File: config.mk
export PLATFORM = sky130hd
export DESIGN_NAME = prio_irq_ctrl
export DESIGN_NICKNAME = d
export VERILOG_FILES = /design/src/rtl/irqc_pkg.sv /design/src/rtl/irqc_data.sv /design/src/rtl/irqc_ctrl.sv /design/src/rtl/prio_irq_ctrl.sv
export SDC_FILE = /design/constraint.sdc
export NUM_CORES = 1
export LEC_CHECK = 0
export ABC_AREA = 1
export BUFFER_PORTS_ARGS = -buffer_cell sky130_fd_sc_hd__buf_2
export CAP_MARGIN = 20
export CORE_MARGIN = 2
export CORE_UTILIZATION = 51
export DETAILED_ROUTE_END_ITERATION = 10
export HOLD_SLACK_MARGIN = 0.15
export PLACE_DENSITY = 0.8
export SLEW_MARGIN = 20
export SYNTH_ARGS = -nofsm -noshare
export SYNTH_HDL_FRONTEND = slang
export SYNTH_SLANG_ARGS = --single-unit
export TNS_END_PERCENT = 20
File: constraint.sdc
create_clock -name clk -period 1.7 [get_ports clk]
set_input_delay 0.34 -clock clk [delete_from_list [all_inputs] [get_ports clk]]
set_output_delay 0.34 -clock clk [all_outputs]
set_load 0.005 [all_outputs]
File: src/rtl/irqc_pkg.sv
package irqc_pkg;
  localparam logic [1:0] ADDR_FLAG = 2'd0;
  localparam logic [1:0] ADDR_EN   = 2'd1;
  localparam logic [1:0] ADDR_PRIO = 2'd2;
  localparam logic [1:0] ADDR_CTRL = 2'd3;

  localparam logic [15:0] VEC_HI = 16'h0008;
  localparam logic [15:0] VEC_LO = 16'h0018;

  typedef struct packed {
    logic clrHi;
    logic clrLo;
    logic setHi;
    logic setLo;
  } gieStrobe_t;
endpackage

File: src/rtl/irqc_data.sv
module irqc_data
  import irqc_pkg::*;
#(
  parameter int NUM_SRC = 18,
  parameter int NUM_EXT = 3,
  parameter int DATA_W  = 32
) (
  input  logic                       clk,
  input  logic                       rstN,
  input  logic [1:0]                 regAddr,
  input  logic                       regWr,
  input  logic [DATA_W-1:0]          regWdata,
  output logic [DATA_W-1:0]          regRdata,
  input  logic [NUM_SRC-NUM_EXT-1:0] evtIn,
  input  logic [NUM_EXT-1:0]         extPin,
  input  gieStrobe_t                 strobe,
  output logic [NUM_SRC-1:0]         pendVec,
  output logic [NUM_SRC-1:0]         prioVec,
  output logic                       prioEn,
  output logic                       gieHi,
  output logic                       gieLo
);
  localparam int CTRL_W = 3 + NUM_EXT;

  logic [NUM_SRC-1:0] flagQ, enQ, srcHit, flagKeep;
  logic [NUM_SRC-1:1] prioQ;
  logic [NUM_EXT-1:0] edgeSelQ, edgeHit;
  logic prioEnQ, gieHiQ, gieLoQ;
  logic wrFlag, wrEn, wrPrio, wrCtrl;
  logic unusedWdata;

  assign unusedWdata = ^regWdata[DATA_W-1:NUM_SRC];

  assign wrFlag = regWr && (regAddr == ADDR_FLAG);
  assign wrEn   = regWr && (regAddr == ADDR_EN);
  assign wrPrio = regWr && (regAddr == ADDR_PRIO);
  assign wrCtrl = regWr && (regAddr == ADDR_CTRL);

  // External pin synchronizers and edge detectors
  for (genvar i = 0; i < NUM_EXT; i++) begin : g_ext
    logic s1, s2, prev;
    always_ff @(posedge clk or negedge rstN) begin
      if (!rstN) begin
        s1   <= 1'b0;
        s2   <= 1'b0;
        prev <= 1'b0;
      end else begin
        s1   <= extPin[i];
        s2   <= s1;
        prev <= s2;
      end
    end
    assign edgeHit[i] = edgeSelQ[i] ? (s2 & ~prev) : (~s2 & prev);


    ext_flag_chk: assert property (@(posedge clk) disable iff (!rstN)
      edgeHit[i] |=> flagQ[i]);
  end

  assign srcHit   = {evtIn, edgeHit};
  assign flagKeep = wrFlag ? (flagQ & regWdata[NUM_SRC-1:0]) : flagQ;

  always_ff @(posedge clk or negedge rstN) begin
    if (!rstN) begin
      flagQ <= '0;
      enQ   <= '0;
      prioQ <= '0;
    end else begin
      flagQ <= flagKeep | srcHit;
      if (wrEn)   enQ   <= regWdata[NUM_SRC-1:0];
      if (wrPrio) prioQ <= regWdata[NUM_SRC-1:1];
    end
  end

  always_ff @(posedge clk or negedge rstN) begin
    if (!rstN) begin
      prioEnQ  <= 1'b0;
      gieHiQ   <= 1'b0;
      gieLoQ   <= 1'b0;
      edgeSelQ <= '0;
    end else begin
      if (wrCtrl) begin
        prioEnQ  <= regWdata[0];
        gieHiQ   <= regWdata[1];
        gieLoQ   <= regWdata[2];
        edgeSelQ <= regWdata[3 +: NUM_EXT];
      end
      if (strobe.clrHi) gieHiQ <= 1'b0;
      if (strobe.setHi) gieHiQ <= 1'b1;
      if (strobe.clrLo) gieLoQ <= 1'b0;
      if (strobe.setLo) gieLoQ <= 1'b1;
    end
  end

  always_comb begin
    regRdata = '0;
    case (regAddr)
      ADDR_FLAG: regRdata[NUM_SRC-1:0] = flagQ;
      ADDR_EN:   regRdata[NUM_SRC-1:0] = enQ;
      ADDR_PRIO: regRdata[NUM_SRC-1:0] = {prioQ, 1'b1};
      default:   regRdata[CTRL_W-1:0]  = {edgeSelQ, gieLoQ, gieHiQ, prioEnQ};
    endcase
  end

  assign pendVec = flagQ & enQ;
  assign prioVec = {prioQ, 1'b1};
  assign prioEn  = prioEnQ;
  assign gieHi   = gieHiQ;
  assign gieLo   = gieLoQ;


  flag_hold_chk: assert property (@(posedge clk) disable iff (!rstN)
    !wrFlag |=> ((flagQ & $past(flagQ)) == $past(flagQ)));
endmodule

File: src/rtl/irqc_ctrl.sv
module irqc_ctrl
  import irqc_pkg::*;
#(
  parameter int NUM_SRC     = 18,
  parameter int STACK_DEPTH = 2
) (
  input  logic               clk,
  input  logic               rstN,
  input  logic [NUM_SRC-1:0] pendVec,
  input  logic [NUM_SRC-1:0] prioVec,
  input  logic               prioEn,
  input  logic               gieHi,
  input  logic               gieLo,
  input  logic               irqAck,
  input  logic               irqRet,
  output logic               irqReq,
  output logic [15:0]        irqVec,
  output gieStrobe_t         strobe
);
  localparam int CNT_W = $clog2(STACK_DEPTH + 1);
  localparam int IDX_W = (STACK_DEPTH > 1) ? $clog2(STACK_DEPTH) : 1;

  logic hiAny, loAny, hiReq, loReq, takeAck, topHigh, doPush, doPop;
  logic [STACK_DEPTH-1:0] lvlStack;
  logic [CNT_W-1:0] depth, depthM1;

  assign hiAny = prioEn ? |(pendVec & prioVec) : |pendVec;
  assign loAny = prioEn & |(pendVec & ~prioVec);
  assign hiReq = hiAny & gieHi;
  assign loReq = loAny & gieHi & gieLo;

  assign irqReq = hiReq | loReq;
  assign irqVec = hiReq ? VEC_HI : VEC_LO;

  assign takeAck = irqAck & irqReq & ~irqRet;
  assign depthM1 = depth - CNT_W'(1);
  assign topHigh = (depth == '0) ? 1'b1 : lvlStack[depthM1[IDX_W-1:0]];
  assign doPush  = takeAck && (depth != CNT_W'(STACK_DEPTH));
  assign doPop   = irqRet && (depth != '0);

  always_comb begin
    strobe       = '0;
    strobe.clrHi = takeAck & hiReq;
    strobe.clrLo = takeAck & ~hiReq;
    strobe.setHi = irqRet & topHigh;
    strobe.setLo = irqRet & ~topHigh;
  end

  always_ff @(posedge clk or negedge rstN) begin
    if (!rstN) begin
      depth    <= '0;
      lvlStack <= '0;
    end else if (doPush) begin
      lvlStack[depth[IDX_W-1:0]] <= hiReq;
      depth <= depth + CNT_W'(1);
    end else if (doPop) begin
      depth <= depthM1;
    end
  end


  depth_bound_chk: assert property (@(posedge clk) disable iff (!rstN)
    depth <= CNT_W'(STACK_DEPTH));


  lo_vec_chk: assert property (@(posedge clk) disable iff (!rstN)
    (irqReq && irqVec == VEC_LO) |-> (gieLo && gieHi && prioEn));


  hi_preempt_chk: assert property (@(posedge clk) disable iff (!rstN)
    (prioEn && gieHi && !gieLo && |(pendVec & prioVec)) |-> (irqReq && irqVec == VEC_HI));
endmodule

File: src/rtl/prio_irq_ctrl.sv
module prio_irq_ctrl
  import irqc_pkg::*;
#(
  parameter int NUM_SRC     = 18,
  parameter int NUM_EXT     = 3,
  parameter int DATA_W      = 32,
  parameter int STACK_DEPTH = 2
) (
  input  logic                       clk,
  input  logic                       rstN,
  input  logic [1:0]                 regAddr,
  input  logic                       regWr,
  input  logic [DATA_W-1:0]          regWdata,
  output logic [DATA_W-1:0]          regRdata,
  input  logic [NUM_SRC-NUM_EXT-1:0] evtIn,
  input  logic [NUM_EXT-1:0]         extPin,
  output logic                       irqReq,
  output logic [15:0]                irqVec,
  input  logic                       irqAck,
  input  logic                       irqRet
);
  gieStrobe_t strobe;
  logic [NUM_SRC-1:0] pendVec, prioVec;
  logic prioEn, gieHi, gieLo;

  irqc_data #(.NUM_SRC(NUM_SRC), .NUM_EXT(NUM_EXT), .DATA_W(DATA_W)) i_data (
    .clk(clk), .rstN(rstN), .regAddr(regAddr), .regWr(regWr), .regWdata(regWdata),
    .regRdata(regRdata), .evtIn(evtIn), .extPin(extPin), .strobe(strobe),
    .pendVec(pendVec), .prioVec(prioVec), .prioEn(prioEn), .gieHi(gieHi), .gieLo(gieLo)
  );

  irqc_ctrl #(.NUM_SRC(NUM_SRC), .STACK_DEPTH(STACK_DEPTH)) i_ctrl (
    .clk(clk), .rstN(rstN), .pendVec(pendVec), .prioVec(prioVec), .prioEn(prioEn),
    .gieHi(gieHi), .gieLo(gieLo), .irqAck(irqAck), .irqRet(irqRet),
    .irqReq(irqReq), .irqVec(irqVec), .strobe(strobe)
  );


  hi_ack_chk: assert property (@(posedge clk) disable iff (!rstN)
    (irqAck && !irqRet && irqReq && irqVec == VEC_HI && !(regWr && regAddr == ADDR_CTRL))
      |=> (!gieHi && gieLo == $past(gieLo)));


  lo_ack_chk: assert property (@(posedge clk) disable iff (!rstN)
    (irqAck && !irqRet && irqReq && irqVec == VEC_LO && !(regWr && regAddr == ADDR_CTRL))
      |=> (!gieLo && gieHi == $past(gieHi)));
endmodule

==> reports/results.md, run 1 <==
| Metric | Reported |
| --- | --- |
| Initial antenna violation count | 0 |
| Total of flip-flops plus latches after synthesis | 72 |
| Sort of element at the start of the critical path | register |
| Final Hold Violating Endpoints | 0 |
| CTS sink cnt | 72 |
| Synthesized-area fraction occupied by ao, oa, aoi and oai cells | 12.5% |
| Netlist cell types | 27 |
| N_diodes | 0 |
| Placeable Area | 7290 um2 |
| Class of the most critical hold timing path | in2reg |
| Maximum capacitance violations | 0 |
| Reg-to-reg startpoint | i_data.flagQ[12] |
| Post-layout worst setup margin | -0.271 ns |
| Global-route congestion overflow total | 0 |
| Unrepaired setup endpoints after global routing | yes |
| Die Outline Area | 8320 um2 |
| Routed via count divided by cell count | 4.98 |
| Failing checks | negative setup slack |
| Die extent in y | 91.2 um |
| Final Critical Period | 1.97 ns |
| Power per cell area | 1060 nW/um2 |
| Combinational family with the most area after synthesis | simple AND/OR/NAND/NOR gates |
| Number of detailed-route iterations in the first pass | 5 |
| Root cell of the clock tree | clkbuf_8 |
| Minimum setup slack among reg-to-reg paths | -0.04 ns |
| Wire length of the first global-routing pass | 15100 um |
| Final standard cell count with taps included and fillers excluded | 696 |
| Pin count of the biggest net entering global routing | 73 |
| Global-route usage over all layers | 22.7% |
| Largest buffer count on any clock path | 2 |
| Post-synthesis simple-gate area fraction | 26.5% |
| Number of top-level pins | 106 |
| Total routed wirelength | 9140 um |
| Post-route antenna net violation count | 0 |
| Worst setup path start | i_data.flagQ[12] |
| Area of all placed cells without fillers | 4650 um2 |
| Synthesized-area fraction occupied by xor and xnor cells | 0% |
| Fraction of synthesized area in multiplexers | 0% |
| Final worst path period share | 116% |
| Register area | 1800 um2 |
| Count of input and output buffers | 62 |
| Insertion delay of the later-clocked pin in the worst-skew pair | 0.35 ns |
| CP Max Fanout | 3 |
| Placer Congestion | 0.861 |
| Leakage power figure | 0.00240 uW |
| Worst min-delay path startpoint | evtIn[10] |
| DR vias | 3466 |
| WP data required | 1.36 ns |
| Largest area contributor in the synthesized netlist | dfrtp_1 |
| Number of global-route vias before repair | 3297 |
| Fraction of layout instances using a drive strength above 1 | 24.0% |
| Number of levels the H-tree was split into | 3 |
| Count of final setup violators | 6 |
| DRC violation count after routing | 0 |
| Final HPWL from detailed placement | 6430 um |
| Post-layout nets | 651 |
| Multi-input logic area | 1700 um2 |
| Post-synthesis instance area | 3880 um2 |
| Setup Skew | 0.0102 ns |
| Routed length per placed instance | 13.1 um |
| Maximum vdd drop | 0.000492 V |
| Initial core utilization | 53.2% |
| Slowest cell delay on critical path | 0.42 ns |
| CP Class | reg2out |
| Status | complete, but fails checks |
| Placed Cells | 667 |
| Pwr Total | 4940 uW |
| Instance area after placement | 4280 um2 |
| DR iter-0 viols | 193 |
| Average cell area after synthesis | 7.67 um2 |
| Yosys warns | 0 |
| Horiz. Die Dim | 91.2 um |
| Portion of the post-synthesis area used by sequential elements | 46.5% |
| Crit path DAT | 1.63 ns |
| Worst hold-check slack | 0.162 ns |
| Top cells by area, synth | dfrtp_1, nand2_1, o21ai_0 |
| Row cnt | 31 |
| Instance count of the mapped netlist | 506 |
| Cell chain of the critical path | nand2_2 -> nor2_2 -> nor2_2 -> nand2_1 -> nor2_1 -> nand3_1 -> nand2_2 -> nand2_4 -> buf_6 |
| Critical path capture point type | primary output |
| Area growth from synthesis to final layout | 19.9% |
| Area share of the largest cell type after synthesis | 46.5% |
| Crit path max-delay cell type | dfrtp_1 |
| CTS tree | built |
| Top achievable clock speed | 507 MHz |
| Final slew viol count | 0 |
| Fillers | 622 |
| CTS buffer count | 9 |
| Clock-pin slew of the registers on the worst-case setup and hold paths | 0.08 ns |
| Adder-cell area share of the yosys netlist | 0.645% |
-- state kept, by name (all words and copies together), names as in the netlist, 2 cells and up --
register and count:
i_ctrl.depth 2, i_ctrl.lvlStack 2, i_data.edgeSelQ 3, i_data.enQ 18
i_data.flagQ 18, i_data.g_ext.prev 3, i_data.g_ext.s1 3, i_data.g_ext.s2 3
i_data.prioQ 17
-- layout make-up --
| type | instances | share of cell area (%) |
|---|---|---|
| Clock inverter | 6 | 1.08 |
| Tap cell | 99 | 2.66 |
| Timing Repair Buffer | 88 | 12.3 |
| Inverter | 68 | 5.54 |
| Multi-Input combinational cell | 353 | 36.6 |
| Clock buffer | 10 | 2.96 |
| Sequential cell | 72 | 38.8 |
-- cells in the final DEF, fill, tap and decap left out, types with 6 or more instances in the layout --
cell type    n
nand2_1    148
buf_4       15
nand4_1      6
dfrtp_1     70
o211ai_1    11
nand2_2     12
conb_1      29
clkbuf_8    10
nand3_1     28
inv_1       59
nor2_1      22
nor2_2       6
o21ai_1     16
inv_2        8
buf_2       61
o21ai_0     52
-- repair_timing --
action / 4_1_cts / 5_1_grt
gates resized for setup: 9 / 18
endpoints found under the hold margin: 76 / 0
pin swaps: 10 / 9
buffers inserted: 5 / 3
hold buffers: 5 / 0
setup endpoints to repair: 5 / 12
-- stage by stage --
| stage | TNS [ns] | utilization, % | setup slack [ns] |
|---|---|---|---|
| 2_1_floorplan | 0 | - | 0.318 |
| 3_3_place_gp | -0.000880 | 58.6 | -0.000880 |
| 3_5_place_dp | -0.0150 | 58.6 | -0.0150 |
| 4_1_cts | -0.607 | 62.8 | -0.269 |
| 5_1_grt | -1.28 | 63.8 | -0.381 |
| 6_report | -0.592 | 63.8 | -0.271 |
-- worst paths after layout --
check,cells after the start,endpoint
worst max-delay path,9,irqReq
max in group asynchronous,3,i_data.enQ[9]
min in group asynchronous,3,i_data.flagQ[12]
worst min register to register,0,i_data.g_ext[1].s2
worst max register to register,14,i_ctrl.depth[0]
worst min-delay path,3,i_data.flagQ[13]
-- power by group --
group	internal [uW]	switching (uW)	total, uW
combinational	615	848	1460
sequential	1960	237	2200
clock	587	689	1280
-- cells by family (layout without fill, tap and decap cells) --
| family | after synthesis | after routing |
|---|---|---|
| AND/OR/NAND/NOR | 235 | 235 |
| buffers and inverters | 108 | 172 |
| AO/OA/AOI/OAI | 87 | 87 |
| flip-flops | 72 | 72 |
| adder cells (fa/ha/maj) | 2 | 2 |
| other | 2 | 29 |
-- per-layer routing --
layer / global-route usage (%) / vias to the layer above / wire, um
li1: - / 1725 / -
met1: 28.4 / 1613 / 3800
met2: 38.3 / 114 / 4660
met3: 5.56 / 14 / 520
met4: 8.33 / 0 / 154
met5: 0 / - / 0
-- cells in the mapped netlist --
| cell type | instances |
|---|---|
| nor3_1 | 2 |
| nand4_1 | 6 |
| o211ai_1 | 11 |
| buf_2 | 8 |
| nand3_2 | 1 |
| conb_1 | 2 |
| inv_2 | 7 |
| nand3_4 | 1 |
| a221oi_1 | 4 |
| nand2_2 | 6 |
| nand2_4 | 3 |
| a21oi_1 | 1 |
| nor2_2 | 2 |
| nor2_1 | 26 |
| dfrtp_1 | 72 |
| nand3_1 | 30 |
| nor2_4 | 4 |
| o22ai_1 | 1 |
| inv_1 | 61 |
| clkbuf_1 | 2 |
| a21oi_2 | 1 |
| o2111ai_1 | 1 |
| ha_1 | 2 |
| o21ai_0 | 55 |
| nand2_1 | 154 |
| buf_4 | 30 |
| o21ai_1 | 13 |
-- worst max-delay path, delay by kind of cell (launching register included) --
| kind | cells | cell delay (ns) |
|---|---|---|
| and+or+nand+nor | 8 | 0.74 |
| DFF | 1 | 0.42 |
| buffers and inverters | 1 | 0.11 |
Note: power is estimated with default switching activity, not from simulation.
==> run 2, diff against run 1 <==
PLACE_DENSITY = 0.79   (was 0.8)
SLEW_MARGIN = unset   (was 20)
==> reports/results.md, run 2 (same netlist as run 1, synthesis figures left out) <==
| Metric | Reported |
| --- | --- |
| Number of cells on the worst hold path | 3 |
| Number of levels the H-tree was split into | 3 |
| Failing checks | negative setup slack |
| WP data required | 1.36 ns |
| Routed length per placed instance | 13.0 um |
| Global-route congestion overflow total | 0 |
| Pin count of the biggest net entering global routing | 73 |
| Global-route usage over all layers | 22.5% |
| Crit path DAT | 1.63 ns |
| Setup Skew | 0.00512 ns |
| Clock-pin slew of the registers on the worst-case setup and hold paths | 0.07 ns |
| Die extent in y | 91.2 um |
| Depth of the worst register-to-register path | 13 |
| Regs by FF count | i_data.enQ (18), i_data.flagQ (18), i_data.prioQ (17) |
| Count of input and output buffers | 62 |
| Post-route antenna net violation count | 0 |
| Placed Cells | 665 |
| Wire length of the first global-routing pass | 14800 um |
| Horiz. Die Dim | 91.2 um |
| Leakage power figure | 0.00237 uW |
| Total routed wirelength | 8980 um |
| Post-layout nets | 644 |
| Crit path max-delay cell type | dfrtp_1 |
| Count of buffering cells on the critical path with inverters included | 1 |
| Final slew viol count | 0 |
| Final HPWL from detailed placement | 6380 um |
| Fillers | 667 |
| Area growth from synthesis to final layout | 18.2% |
| Most repeated library cell on the critical path | nor2_1 |
| Post-layout worst setup margin | -0.270 ns |
| Count of cell instances traversed by the critical path | 9 |
| Final Critical Period | 1.97 ns |
| Maximum vdd drop | 0.000618 V |
| CP Class | reg2out |
| CTS sink cnt | 72 |
| Worst path top cell family by delay | simple AND/OR/NAND/NOR gates |
| Top achievable clock speed | 508 MHz |
| Largest buffer count on any clock path | 2 |
| Final Hold Violating Endpoints | 0 |
| Minimum setup slack among reg-to-reg paths | 0.05 ns |
| Final standard cell count with taps included and fillers excluded | 689 |
| CTS buffer count | 9 |
| Number of global-route vias before repair | 3262 |
| Count of final setup violators | 2 |
| CTS tree | built |
| Register area | 1800 um2 |
| Multi-input logic area | 1700 um2 |
| Initial antenna violation count | 0 |
| Cell chain of the critical path | nand2_1 -> nor2_1 -> nor2_1 -> nand2_1 -> nor2_1 -> nand3_1 -> nand2_2 -> nand2_4 -> buf_6 |
| DRC violation count after routing | 0 |
| Routed via count divided by cell count | 5.09 |
| Row cnt | 31 |
| Worst setup slack before clock tree synthesis | -0.0250 ns |
| Setup_tns | -0.454 ns |
| Fraction of layout instances using a drive strength above 1 | 23.2% |
| Commonest non-fill, non-tap cell in the layout | nand2_1 |
| Number of top-level pins | 106 |
| Maximum capacitance violations | 0 |
| CP Max Fanout | 4 |
| DR iter-0 viols | 199 |
| Insertion delay of the later-clocked pin in the worst-skew pair | 0.35 ns |
| Root cell of the clock tree | clkbuf_8 |
| Placer Congestion | 0.856 |
| Status | complete, but fails checks |
| Final worst path period share | 116% |
| N_diodes | 0 |
| Power per cell area | 1050 nW/um2 |
| Number of detailed-route iterations in the first pass | 5 |
| Sort of element at the start of the critical path | register |
| Initial core utilization | 53.2% |
| DR vias | 3507 |
| Die Outline Area | 8320 um2 |
| Slowest cell delay on critical path | 0.41 ns |
| Critical path capture point type | primary output |
| Placeable Area | 7290 um2 |
| Most frequent cells in the layout | nand2_1, dfrtp_1, buf_2 |
| Unrepaired setup endpoints after global routing | yes |
| Class of the most critical hold timing path | in2reg |
## run 2: cell types whose count changed in the layout (fill, tap and decap cells not counted), sizes merged
cell / previous run / this run
dlygate4sd3: 5 / 4
inv: 71 / 68
clkinvlp: 2 / 1
buf: 83 / 77
clkbuf: 10 / 9
clkinv: 1 / 6
## run 2: path summary, 6_finish.rpt
kind / startpoint / end
worst max register to register: i_data.enQ[11] / i_ctrl.depth[0]
worst min register to register: i_data.g_ext[1].s1 / i_data.g_ext[1].s2
worst max-delay path: i_data.enQ[11] / irqReq
max in group asynchronous: rstN / i_data.flagQ[3]
worst min-delay path: evtIn[0] / i_data.flagQ[3]
min in group asynchronous: rstN / i_data.enQ[12]
## run 2: where the power goes
part | switching [uW] | internal (uW)
clock | 659 | 527
combinational | 851 | 575
sequential | 238 | 1960
## run 2: per-stage QoR
stage	total power [uW]	util, %	hold WS (ns)	instance area [um2]
final	4810	62.9	0.166	4580
after global routing	5140	62.9	0.176	4580
after floorplan	3090	-	0.0444	3980
after detailed placement	3490	58.4	0.336	4260
after global placement	3430	58.4	0.332	4260
after CTS	4750	62.0	0.156	4520
## run 2: per-layer routing
| layer | vias up | wire length (um) | GRT usage (%) |
|---|---|---|---|
| met5 | - | 0 | 0 |
| met4 | 0 | 200 | 11.0 |
| met3 | 16 | 467 | 3.82 |
| met2 | 130 | 4350 | 36.2 |
| met1 | 1645 | 3970 | 29.6 |
| li1 | 1716 | - | - |
## run 2: final cells by class
cell class,instances,area share [%]
timing repair buffer,81,11.4
sequential,72,39.4
clock inverter,7,1.06
multi-input combinational,353,37.1
tap,99,2.70
inverter,68,5.62
clock buffer,9,2.70
## run 2: what timing repair did
action	CTS	global route
pin swaps	6	8
hold buffers	4	0
endpoints found under the hold margin	75	0
setup buffers	3	1
gates resized for setup	7	21
setup endpoints to repair	5	12
## run 2: tightest hold or removal path, cell delays in order
cell	delay [ns]
buf_2	0.07
inv_1	0.03
nand2_1	0.05
